===== src/rtl/nvm_pkg.sv =====
package nvm_pkg;
    localparam logic [1:0] A_CTRL   = 2'd0;
    localparam logic [1:0] A_UNLOCK = 2'd1;
    localparam logic [1:0] A_LATCH  = 2'd2;

    localparam int B_GO   = 0;
    localparam int B_WEN  = 1;
    localparam int B_ERS  = 2;
    localparam int B_ERR  = 3;
    localparam int B_DONE = 4;
    localparam int B_CFG  = 6;
    localparam int B_PGM  = 7;

    localparam logic [7:0] KEY_A = 8'h55;
    localparam logic [7:0] KEY_B = 8'hAA;

    typedef enum logic [1:0] {
        TGT_DATA = 2'd0,
        TGT_PROG = 2'd1,
        TGT_CFG  = 2'd2
    } target_e;

    typedef enum logic [1:0] {
        UL_IDLE  = 2'd0,
        UL_HALF  = 2'd1,
        UL_ARMED = 2'd2
    } unlock_e;
endpackage


===== src/rtl/nvm_unlock_fsm.sv =====
module nvm_unlock_fsm
    import nvm_pkg::*;
(
    input  logic       clk,
    input  logic       por_n,
    input  logic       clr,
    input  logic       wr,
    input  logic [1:0] addr,
    input  logic [7:0] wdata,
    output logic       armed
);
    unlock_e st_d, st_q;

    always_comb begin
        st_d = st_q;
        if (clr) begin
            st_d = UL_IDLE;
        end else if (wr) begin
            if (addr == A_UNLOCK && wdata == KEY_A)
                st_d = UL_HALF;
            else if (st_q == UL_HALF && addr == A_UNLOCK && wdata == KEY_B)
                st_d = UL_ARMED;
            else
                st_d = UL_IDLE;
        end
    end

    always_ff @(posedge clk or negedge por_n) begin
        if (!por_n) st_q <= UL_IDLE;
        else        st_q <= st_d;
    end

    assign armed = (st_q == UL_ARMED);
endmodule


===== src/rtl/nvm_prog_timer.sv =====
module nvm_prog_timer #(
    parameter int PROG_CYCLES = 16
) (
    input  logic clk,
    input  logic por_n,
    input  logic abort,
    input  logic start,
    output logic busy,
    output logic done
);
    localparam int CW = (PROG_CYCLES > 2) ? $clog2(PROG_CYCLES) : 1;
    localparam logic [CW-1:0] LOAD = CW'(PROG_CYCLES - 1);

    typedef struct packed {
        logic          busy;
        logic [CW-1:0] cnt;
    } tmr_t;

    tmr_t d, q;

    always_comb begin
        d = q;
        if (abort) begin
            d.busy = 1'b0;
            d.cnt  = '0;
        end else if (start && !q.busy) begin
            d.busy = 1'b1;
            d.cnt  = LOAD;
        end else if (q.busy) begin
            if (q.cnt == '0) d.busy = 1'b0;
            else             d.cnt  = q.cnt - 1'b1;
        end
    end

    always_ff @(posedge clk or negedge por_n) begin
        if (!por_n) q <= '0;
        else        q <= d;
    end

    assign busy = q.busy;
    assign done = q.busy && (q.cnt == '0) && !abort;
endmodule


===== src/rtl/nvm_hold_buf.sv =====
module nvm_hold_buf #(
    parameter int DEPTH = 64,
    localparam int IW = $clog2(DEPTH)
) (
    input  logic          clk,
    input  logic          por_n,
    input  logic          fill,
    input  logic          we,
    input  logic [IW-1:0] widx,
    input  logic [7:0]    wbyte,
    input  logic [IW-1:0] ridx,
    output logic [7:0]    rbyte
);
    logic [7:0] mem_d [DEPTH];
    logic [7:0] mem_q [DEPTH];

    always_comb begin
        for (int i = 0; i < DEPTH; i++) begin
            if (fill)                        mem_d[i] = 8'hFF;
            else if (we && widx == IW'(i))   mem_d[i] = wbyte;
            else                             mem_d[i] = mem_q[i];
        end
    end

    always_ff @(posedge clk or negedge por_n) begin
        if (!por_n) begin
            for (int i = 0; i < DEPTH; i++) mem_q[i] <= 8'hFF;
        end else begin
            for (int i = 0; i < DEPTH; i++) mem_q[i] <= mem_d[i];
        end
    end

    assign rbyte = mem_q[ridx];
endmodule


===== src/rtl/nvm_write_ctrl.sv =====
module nvm_write_ctrl
    import nvm_pkg::*;
#(
    parameter int PROG_CYCLES = 16,
    parameter int HOLD_DEPTH  = 64,
    localparam int HW = $clog2(HOLD_DEPTH)
) (
    input  logic          clk,
    input  logic          por_n,
    input  logic          rst_n,
    input  logic          bus_wr,
    input  logic [1:0]    bus_addr,
    input  logic [7:0]    bus_wdata,
    output logic [7:0]    bus_rdata,
    input  logic          tbl_wr,
    input  logic [HW-1:0] tbl_ptr,
    input  logic [HW-1:0] arr_idx,
    output logic [7:0]    arr_byte,
    output logic          prog_start,
    output logic          prog_busy,
    output logic [1:0]    prog_target,
    output logic          prog_erase,
    output logic          irq
);
    typedef struct packed {
        logic       pgm;
        logic       cfg;
        logic       ers;
        logic       wen;
        logic       done;
        logic       err;
        logic       start;
        logic [7:0] latch;
    } ctl_t;

    ctl_t d, q;

    logic armed, busy, tmr_done, launch, bad_go, ctrl_wr, fill;
    logic [1:0] tgt;

    assign ctrl_wr = bus_wr && (bus_addr == A_CTRL) && !busy && rst_n;
    assign launch  = ctrl_wr && bus_wdata[B_GO] && bus_wdata[B_WEN] && armed;
    assign bad_go  = ctrl_wr && bus_wdata[B_GO] && !(bus_wdata[B_WEN] && armed);
    assign tgt     = q.cfg ? TGT_CFG : (q.pgm ? TGT_PROG : TGT_DATA);
    assign fill    = !rst_n || (tmr_done && tgt == TGT_PROG && !q.ers);

    nvm_unlock_fsm u_unlock (
        .clk   (clk),
        .por_n (por_n),
        .clr   (!rst_n),
        .wr    (bus_wr),
        .addr  (bus_addr),
        .wdata (bus_wdata),
        .armed (armed)
    );

    nvm_prog_timer #(.PROG_CYCLES(PROG_CYCLES)) u_timer (
        .clk   (clk),
        .por_n (por_n),
        .abort (!rst_n),
        .start (launch),
        .busy  (busy),
        .done  (tmr_done)
    );

    nvm_hold_buf #(.DEPTH(HOLD_DEPTH)) u_hold (
        .clk   (clk),
        .por_n (por_n),
        .fill  (fill),
        .we    (tbl_wr && !busy && rst_n),
        .widx  (tbl_ptr),
        .wbyte (q.latch),
        .ridx  (arr_idx),
        .rbyte (arr_byte)
    );

    always_comb begin
        d = q;
        d.start = launch;
        if (!rst_n) begin
            d       = '0;
            d.err   = q.err || busy;
        end else begin
            if (ctrl_wr) begin
                d.pgm  = bus_wdata[B_PGM];
                d.cfg  = bus_wdata[B_CFG];
                d.ers  = bus_wdata[B_ERS];
                d.wen  = bus_wdata[B_WEN];
                d.done = q.done && bus_wdata[B_DONE];
            end
            if (bad_go)   d.err  = 1'b1;
            if (tmr_done) d.done = 1'b1;
            if (bus_wr && bus_addr == A_LATCH) d.latch = bus_wdata;
        end
    end

    always_ff @(posedge clk or negedge por_n) begin
        if (!por_n) q <= '0;
        else        q <= d;
    end

    always_comb begin
        case (bus_addr)
            A_CTRL:  bus_rdata = {q.pgm, q.cfg, 1'b0, q.done, q.err, q.ers, q.wen, busy};
            A_LATCH: bus_rdata = q.latch;
            default: bus_rdata = 8'h00;
        endcase
    end

    assign prog_start  = q.start;
    assign prog_busy   = busy;
    assign prog_target = tgt;
    assign prog_erase  = q.ers;
    assign irq         = q.done;
endmodule


===== config.mk =====
export PLATFORM = sky130hd
export DESIGN_NAME = nvm_write_ctrl
export DESIGN_NICKNAME = d
export VERILOG_FILES = /design/src/rtl/nvm_pkg.sv /design/src/rtl/nvm_unlock_fsm.sv /design/src/rtl/nvm_prog_timer.sv /design/src/rtl/nvm_hold_buf.sv /design/src/rtl/nvm_write_ctrl.sv
export SDC_FILE = /design/constraint.sdc
export NUM_CORES = 1
export LEC_CHECK = 0
export BUFFER_PORTS_ARGS = -buffer_cell sky130_fd_sc_hd__buf_2
export CAP_MARGIN = 10
export CORE_ASPECT_RATIO = 0.8
export CORE_MARGIN = 8
export CORE_UTILIZATION = 30
export CTS_CLUSTER_DIAMETER = 100
export CTS_CLUSTER_SIZE = 20
export DETAILED_ROUTE_END_ITERATION = 10
export SLEW_MARGIN = 20
export SYNTH_ARGS = -nofsm -noshare
export SYNTH_HDL_FRONTEND = slang
export SYNTH_HIERARCHICAL = 1
export SYNTH_SLANG_ARGS = --single-unit

===== constraint.sdc =====
create_clock -name clk -period 2.7 [get_ports clk]
set_clock_uncertainty 0.05 [all_clocks]
set_input_delay 0.135 -clock clk [delete_from_list [all_inputs] [get_ports clk]]
set_output_delay 0.135 -clock clk [all_outputs]
set_load 0.01 [all_outputs]

# ---- Yosys cells after proc, flatten, opt, wreduce, memory -nomap -nowiden
# Index checks and enable logic that the tools add are counted.
dict set report op_classes {
  n_addsub 1
  magnitude_cmp 1
  eq_ne 77
  n_mux 150
  bitwise_logic 1
  n_reduce_logical 158
}
# operator count
set ops {}
lappend ops {{$mux 8} 132}
lappend ops {{$eq 6x6->1 const B} 32}
lappend ops {{$reduce_bool 2->1} 64}
lappend ops {{$eq 6x5->1 const B} 16}
lappend ops {{$logic_and 1x1->1} 84}
lappend ops {{$bmux 8 s6} 1}
lappend ops {{$eq 6x4->1 const B} 8}
lappend ops {{$eq 6x3->1 const B} 4}
lappend ops {{$mux 5} 4}
lappend ops {{$pmux 8 s2} 1}
lappend ops {{$eq 6x2->1 const B} 2}
lappend ops {{$mux 2} 5}
lappend ops {{$eq 8x7->1 const B} 1}
lappend ops {{$eq 8x8->1 const B} 1}
lappend ops {{$ne 2x1->1 const B} 4}
lappend ops {{$ge 7x7->1 const B} 1}
lappend ops {{$not 6->7} 1}
lappend ops {{$eq 2x1->1 const B} 3}
lappend ops {{$eq 6x1->1 const B} 1}
lappend ops {{$logic_not 6->1} 1}
lappend ops {{$mux 6} 1}
lappend ops {{$ne 3x1->1 const B} 2}
lappend ops {{$mux 1} 5}
lappend ops {{$eq 2x2->1 const B} 2}
lappend ops {{other kinds (8)} 12}
dict set report word_totals {
  reg_bits 534
  inputBits 27
  output_inout_bits 22
  word_cells 463
}

# ---- Logic depth before layout (Yosys ltp)
dict set report depth {
  depth_word 10
  ltp_mapped 10
  depth_no_buf 7
}

# ---- Modules after synthesis
# The synthesis kept the hierarchy.
# module n_inst cells_per_inst area_each_um2 seq_area_each_um2
set by_module_without_submodules {}
lappend by_module_without_submodules {nvm_hold_buf 1 2503 26606.8 13452.9}
lappend by_module_without_submodules {nvm_write_ctrl 1 86 875.8 375.4}
lappend by_module_without_submodules {nvm_prog_timer 1 27 270.3 125.1}
lappend by_module_without_submodules {nvm_unlock_fsm 1 14 137.6 50.0}

# ---- Least setup slack after synthesis
# Ideal clock, no wire load.
dict set report synth_timing {
  path_type {reg2reg}
  start {reg u_timer/q[0] (netlist bit)}
  end {reg u_hold/mem_q[0] (netlist bit)}
  setup_time_ns 0.060
  t_arrival_ns 2.376
  required_time_ns 2.590
  path_slack_ns 0.214
  path_stages_with_launch 10
  path_buffers 3
  period_less_slack_ns 2.486
  path_cell_list {dfrtp_1 inv_1 ha_1 or3b_4 nor3b_1 a31o_1 clkbuf_1 clkbuf_1 clkbuf_1 a211o_1}
}
dict set report synth_between {
  elab_chain_len 7
  word_cells_on_any_way 8
  cone_classes {mux (1); reduce/logical (7)}
}
# element line_no
set synth_rtl {}
lappend synth_rtl {{start, declared} nvm_prog_timer.sv:19} ;# tmr_t d, q;
lappend synth_rtl {{start signal, assigned} nvm_prog_timer.sv:36} ;# if (!por_n) q <= '0;
lappend synth_rtl {{start signal, assigned} nvm_prog_timer.sv:37} ;# else q <= d;
lappend synth_rtl {{$logic_not 4->1 *} nvm_prog_timer.sv:41} ;# assign done = q.busy && (q.cnt == '0) && !abort;
lappend synth_rtl {{$logic_and 1x1->1 * (2 in series)} nvm_prog_timer.sv:41}
lappend synth_rtl {{net tmr_done} nvm_write_ctrl.sv:38} ;# logic armed, busy, tmr_done, launch, bad_go, ctrl_wr, fill;
lappend synth_rtl {{$logic_and 1x1->1 * (2 in series)} nvm_write_ctrl.sv:45} ;# assign fill = !rst_n || (tmr_done && tgt == TGT_PROG && !q.ers);
lappend synth_rtl {{$logic_or 1x1->1 *} nvm_write_ctrl.sv:45}
lappend synth_rtl {{net fill} nvm_write_ctrl.sv:38}
lappend synth_rtl {{$mux 8 or $reduce_bool 2->1 (tied branches)} -}
lappend synth_rtl {{end, declared} nvm_hold_buf.sv:15} ;# logic [7:0] mem_q [DEPTH];
# The timed path passes the listed nets; every way through them passes the cells marked *.
# A chain may end at the register's enable or synchronous reset.

# ---- Final worst setup path
dict set report layout_timing {
  start {reg u_hold/mem_q[258] (netlist bit)}
  end {out arr_byte[2]}
}
dict set report layout_between {
  elab_chain_len 3
}
# element line_no
set layout_rtl {}
lappend layout_rtl {{$bmux 8 s6} nvm_hold_buf.sv:33} ;# assign rbyte = mem_q[ridx];
lappend layout_rtl {{$mux 8 (not written as such) (2 in series)} nvm_hold_buf.sv:33}
lappend layout_rtl {{end, declared} nvm_write_ctrl.sv:18} ;# output logic [7:0] arr_byte,
# Every way passes these cells. The select of a mux whose other input is x is not followed.

==> run metrics <==
status=finished with violations; failing checks=setup timing; First-pass DRT Iterations=5; final cell count without fillers=roughly 4000; io pins=49; H-tree depth=1; post-detail-place hpwl=roughly 58000 microns; Core Area=between 90000 and 100000 sq um; drt initial violations=roughly 2100; Post-CTS Setup Inserts=0; crit start category=register; WL per Instance=between 20 and 25 microns; area occupied by registers=14020 sq um; type of the worst min-delay path=input pin to register; Critical Path AT=about 2.5 ns; vias in the first global route=~21000; number of synthesized flops with an enable pin=0; fraction of layout instances using a drive strength above 1=between 30% and 40%; first-pass GRT wire length=about 130000 microns; overall routing resource usage=16.62%; synthesized cell area=between 20000 and 30000 sq um; final period utilization=100.3%; worst slew pin tran=about 0.99 ns; Cell variety after synth=between 50 and 60; final hold vios=0; pwr dens=448.4 nW/um^2; root buffer cell=clkbuf_16; CTS tree=done; total grt overflow=0; Max IR drop VDD=0.4808 mV; Vias=20970; clk_lat worst skew=~0.63 ns; FILL cells=about 9200; RSZ-0062 raised after global routing=true; largest net degree at the start of global routing=between 100 and 150; Final Util=about a third; most frequent cells in the layout=nand2_1, dfstp_2, nand3b_1; #FFs+latches synth=roughly 530; top_reg_cell synth=dfstp_2; Synth warnings=6; synthesis-to-finish area growth=14.89%; normalized max-slew margin=34.18%; fmax=369.2 MHz; clk buf depth=3; clk slew on worst S/H paths=~0.09 ns; Cells after Synth=2630; placed cells=a little under 4000; required time of the critical path=roughly 2.5 ns; RD Place Congestion=about 0.92; Die Y=288.7 microns; Die X=approximately 360 microns; Post-DRT Antenna Nets=0; ys async rst share=100.0%; Post-Syn Nets=roughly 2700; Critical Path Sink Type=output port; area of the multi-input gates=13390 sq um; crit-path max FO=2; Port Buffers=48; kind of critical path=register to output port; final setup margin=-0.008433 ns; post-synthesis average cell area=approximately 11 sq um; Initial Util=approximately 30%; standard-cell row count=100; Die ar.=about 100000 sq um; worst hold margin=roughly 0.08 ns; CTS Sinks=534; Final nets=approximately 2700; total CTS buffers=31; Max-Cap Viols=0; setup violators final=1; Total Wirelength=a little under 90000 microns; Pleak=between 0.01 and 0.015 uW; antenna violations before repair=7; pins over their slew limit=0; post-route cell area=32040 sq um; vias per std cell=about 5.3; most common cell after layout, fill and taps aside=nand2_1; # DRC=0; Setup WS pre-CTS=-0.2600 ns; post-synthesis sequential area ratio=50.21%; placed inst area=30560 sq um; fin crit period=~2.7 ns
[worst paths after layout]
| path | from | endpoint | slack, ns | depth (start not counted) |
|---|---|---|---|---|
| worst max-delay path | u_hold/mem_q[258] | arr_byte[2] | -0.008 | 6 |
| worst min-delay path | bus_addr[0] | prog_start | 0.08 | 3 |
| worst max register to register | u_timer/q[0] | u_hold/mem_q[97] | 0.26 | 8 |
| worst min register to register | u_hold/mem_q[180] | u_hold/mem_q[180] | 0.43 | 2 |
| max in group asynchronous | por_n | u_hold/mem_q[263] | 1.62 | 4 |
| min in group asynchronous | por_n | u_hold/mem_q[139] | 0.41 | 2 |
[layer usage]
metal	wire length (microns)	up-vias	GRT usage [%]
li1	-	9246	-
met1	41670	10900	25.45
met2	37090	702	24.17
met3	6556	127	3.469
met4	1595	0	2.894
met5	0	-	0
[power breakdown]
| part | switching [uW] | total, uW | internal (uW) |
|---|---|---|---|
| Combinational | 812 | 1280 | 471 |
| Sequential | 75.1 | 8170 | 8090 |
| Clock | 2790 | 4910 | 2120 |
| Total | 3680 | 14400 | 10700 |
[through the flow]
stage	total power (uW)	setup TNS, ns
3_3_place_gp	9491	-1.092
2_1_floorplan	8870	0
3_5_place_dp	9492	-1.179
5_1_grt	14890	-0.1428
6_report	14370	-0.008433
4_1_cts	14530	-0.1358
[worst max-delay path: stages, from the launching register on]
cell,delay (ns)
dfstp_2,0.54
mux4_2,0.28
nor2_1,0.08
a211o_1,0.25
a221o_2,0.41
o41ai_4,0.11
buf_2,0.21
[Yosys cell counts (3+ instances only)]
master | count | share of area (%)
dfstp_2 | 512 | 48
nand3b_1 | 344 | 9.3
inv_1 | 7 | 0.094
a211o_1 | 169 | 5.3
nor3_1 | 10 | 0.18
and3_1 | 12 | 0.27
a31o_1 | 3 | 0.094
a211oi_1 | 3 | 0.081
nor2_2 | 14 | 0.31
or3_1 | 7 | 0.16
clkbuf_1 | 121 | 1.6
a21oi_1 | 20 | 0.36
nand2b_1 | 9 | 0.20
mux2i_1 | 36 | 1.3
nand3_1 | 7 | 0.13
o31ai_1 | 3 | 0.081
buf_2 | 40 | 0.72
nor2b_1 | 166 | 3.7
o21ai_0 | 25 | 0.45
nand2_1 | 786 | 11
nor2_4 | 3 | 0.12
buf_4 | 16 | 0.43
a31oi_1 | 6 | 0.13
and2_1 | 3 | 0.067
o21ai_1 | 7 | 0.13
dfrtp_1 | 22 | 2.0
mux2_2 | 5 | 0.20
buf_1 | 11 | 0.15
buf_6 | 10 | 0.40
nor2_1 | 75 | 1.0
mux4_2 | 133 | 11
o22ai_1 | 10 | 0.22
[flip-flops by register name, summed over array words and instances (netlist names)]
register       count
u_unlock/st_q      2
u_timer/q          4
q                 12
u_timer/busy       1
u_hold/mem_q     512
prog_erase         1
prog_start         1
irq                1
[layout make-up]
type / count / area share, %
Antenna cell: 2 / 0.01562
Clock buffer: 33 / 2.511
Clock inverter: 2 / 0.07810
Inverter: 7 / 0.08200
Multi-Input combinational cell: 1890 / 41.80
Sequential cell: 534 / 43.75
Tap cell: 1224 / 4.780
Timing Repair Buffer: 242 / 6.982
[cell families after synthesis]
kind of cell | Yosys count | synth area share (%)
and+or+nand+nor | 1460 | 26.82
DFF | 534 | 50.21
AOI/OAI and AO/OA | 254 | 7.173
buffers and inverters | 206 | 3.477
muxes | 174 | 12.23
adders and majority gates | 2 | 0.08971
[repair_timing]
item / in CTS / in global routing
setup endpoints to repair: 8 / 36
pin swaps: 15 / 8
resized for setup: 66 / 30
hold buffers: 17 / 0
endpoints found under the hold margin: 98 / 0
Power figures use the tool's default switching activity.
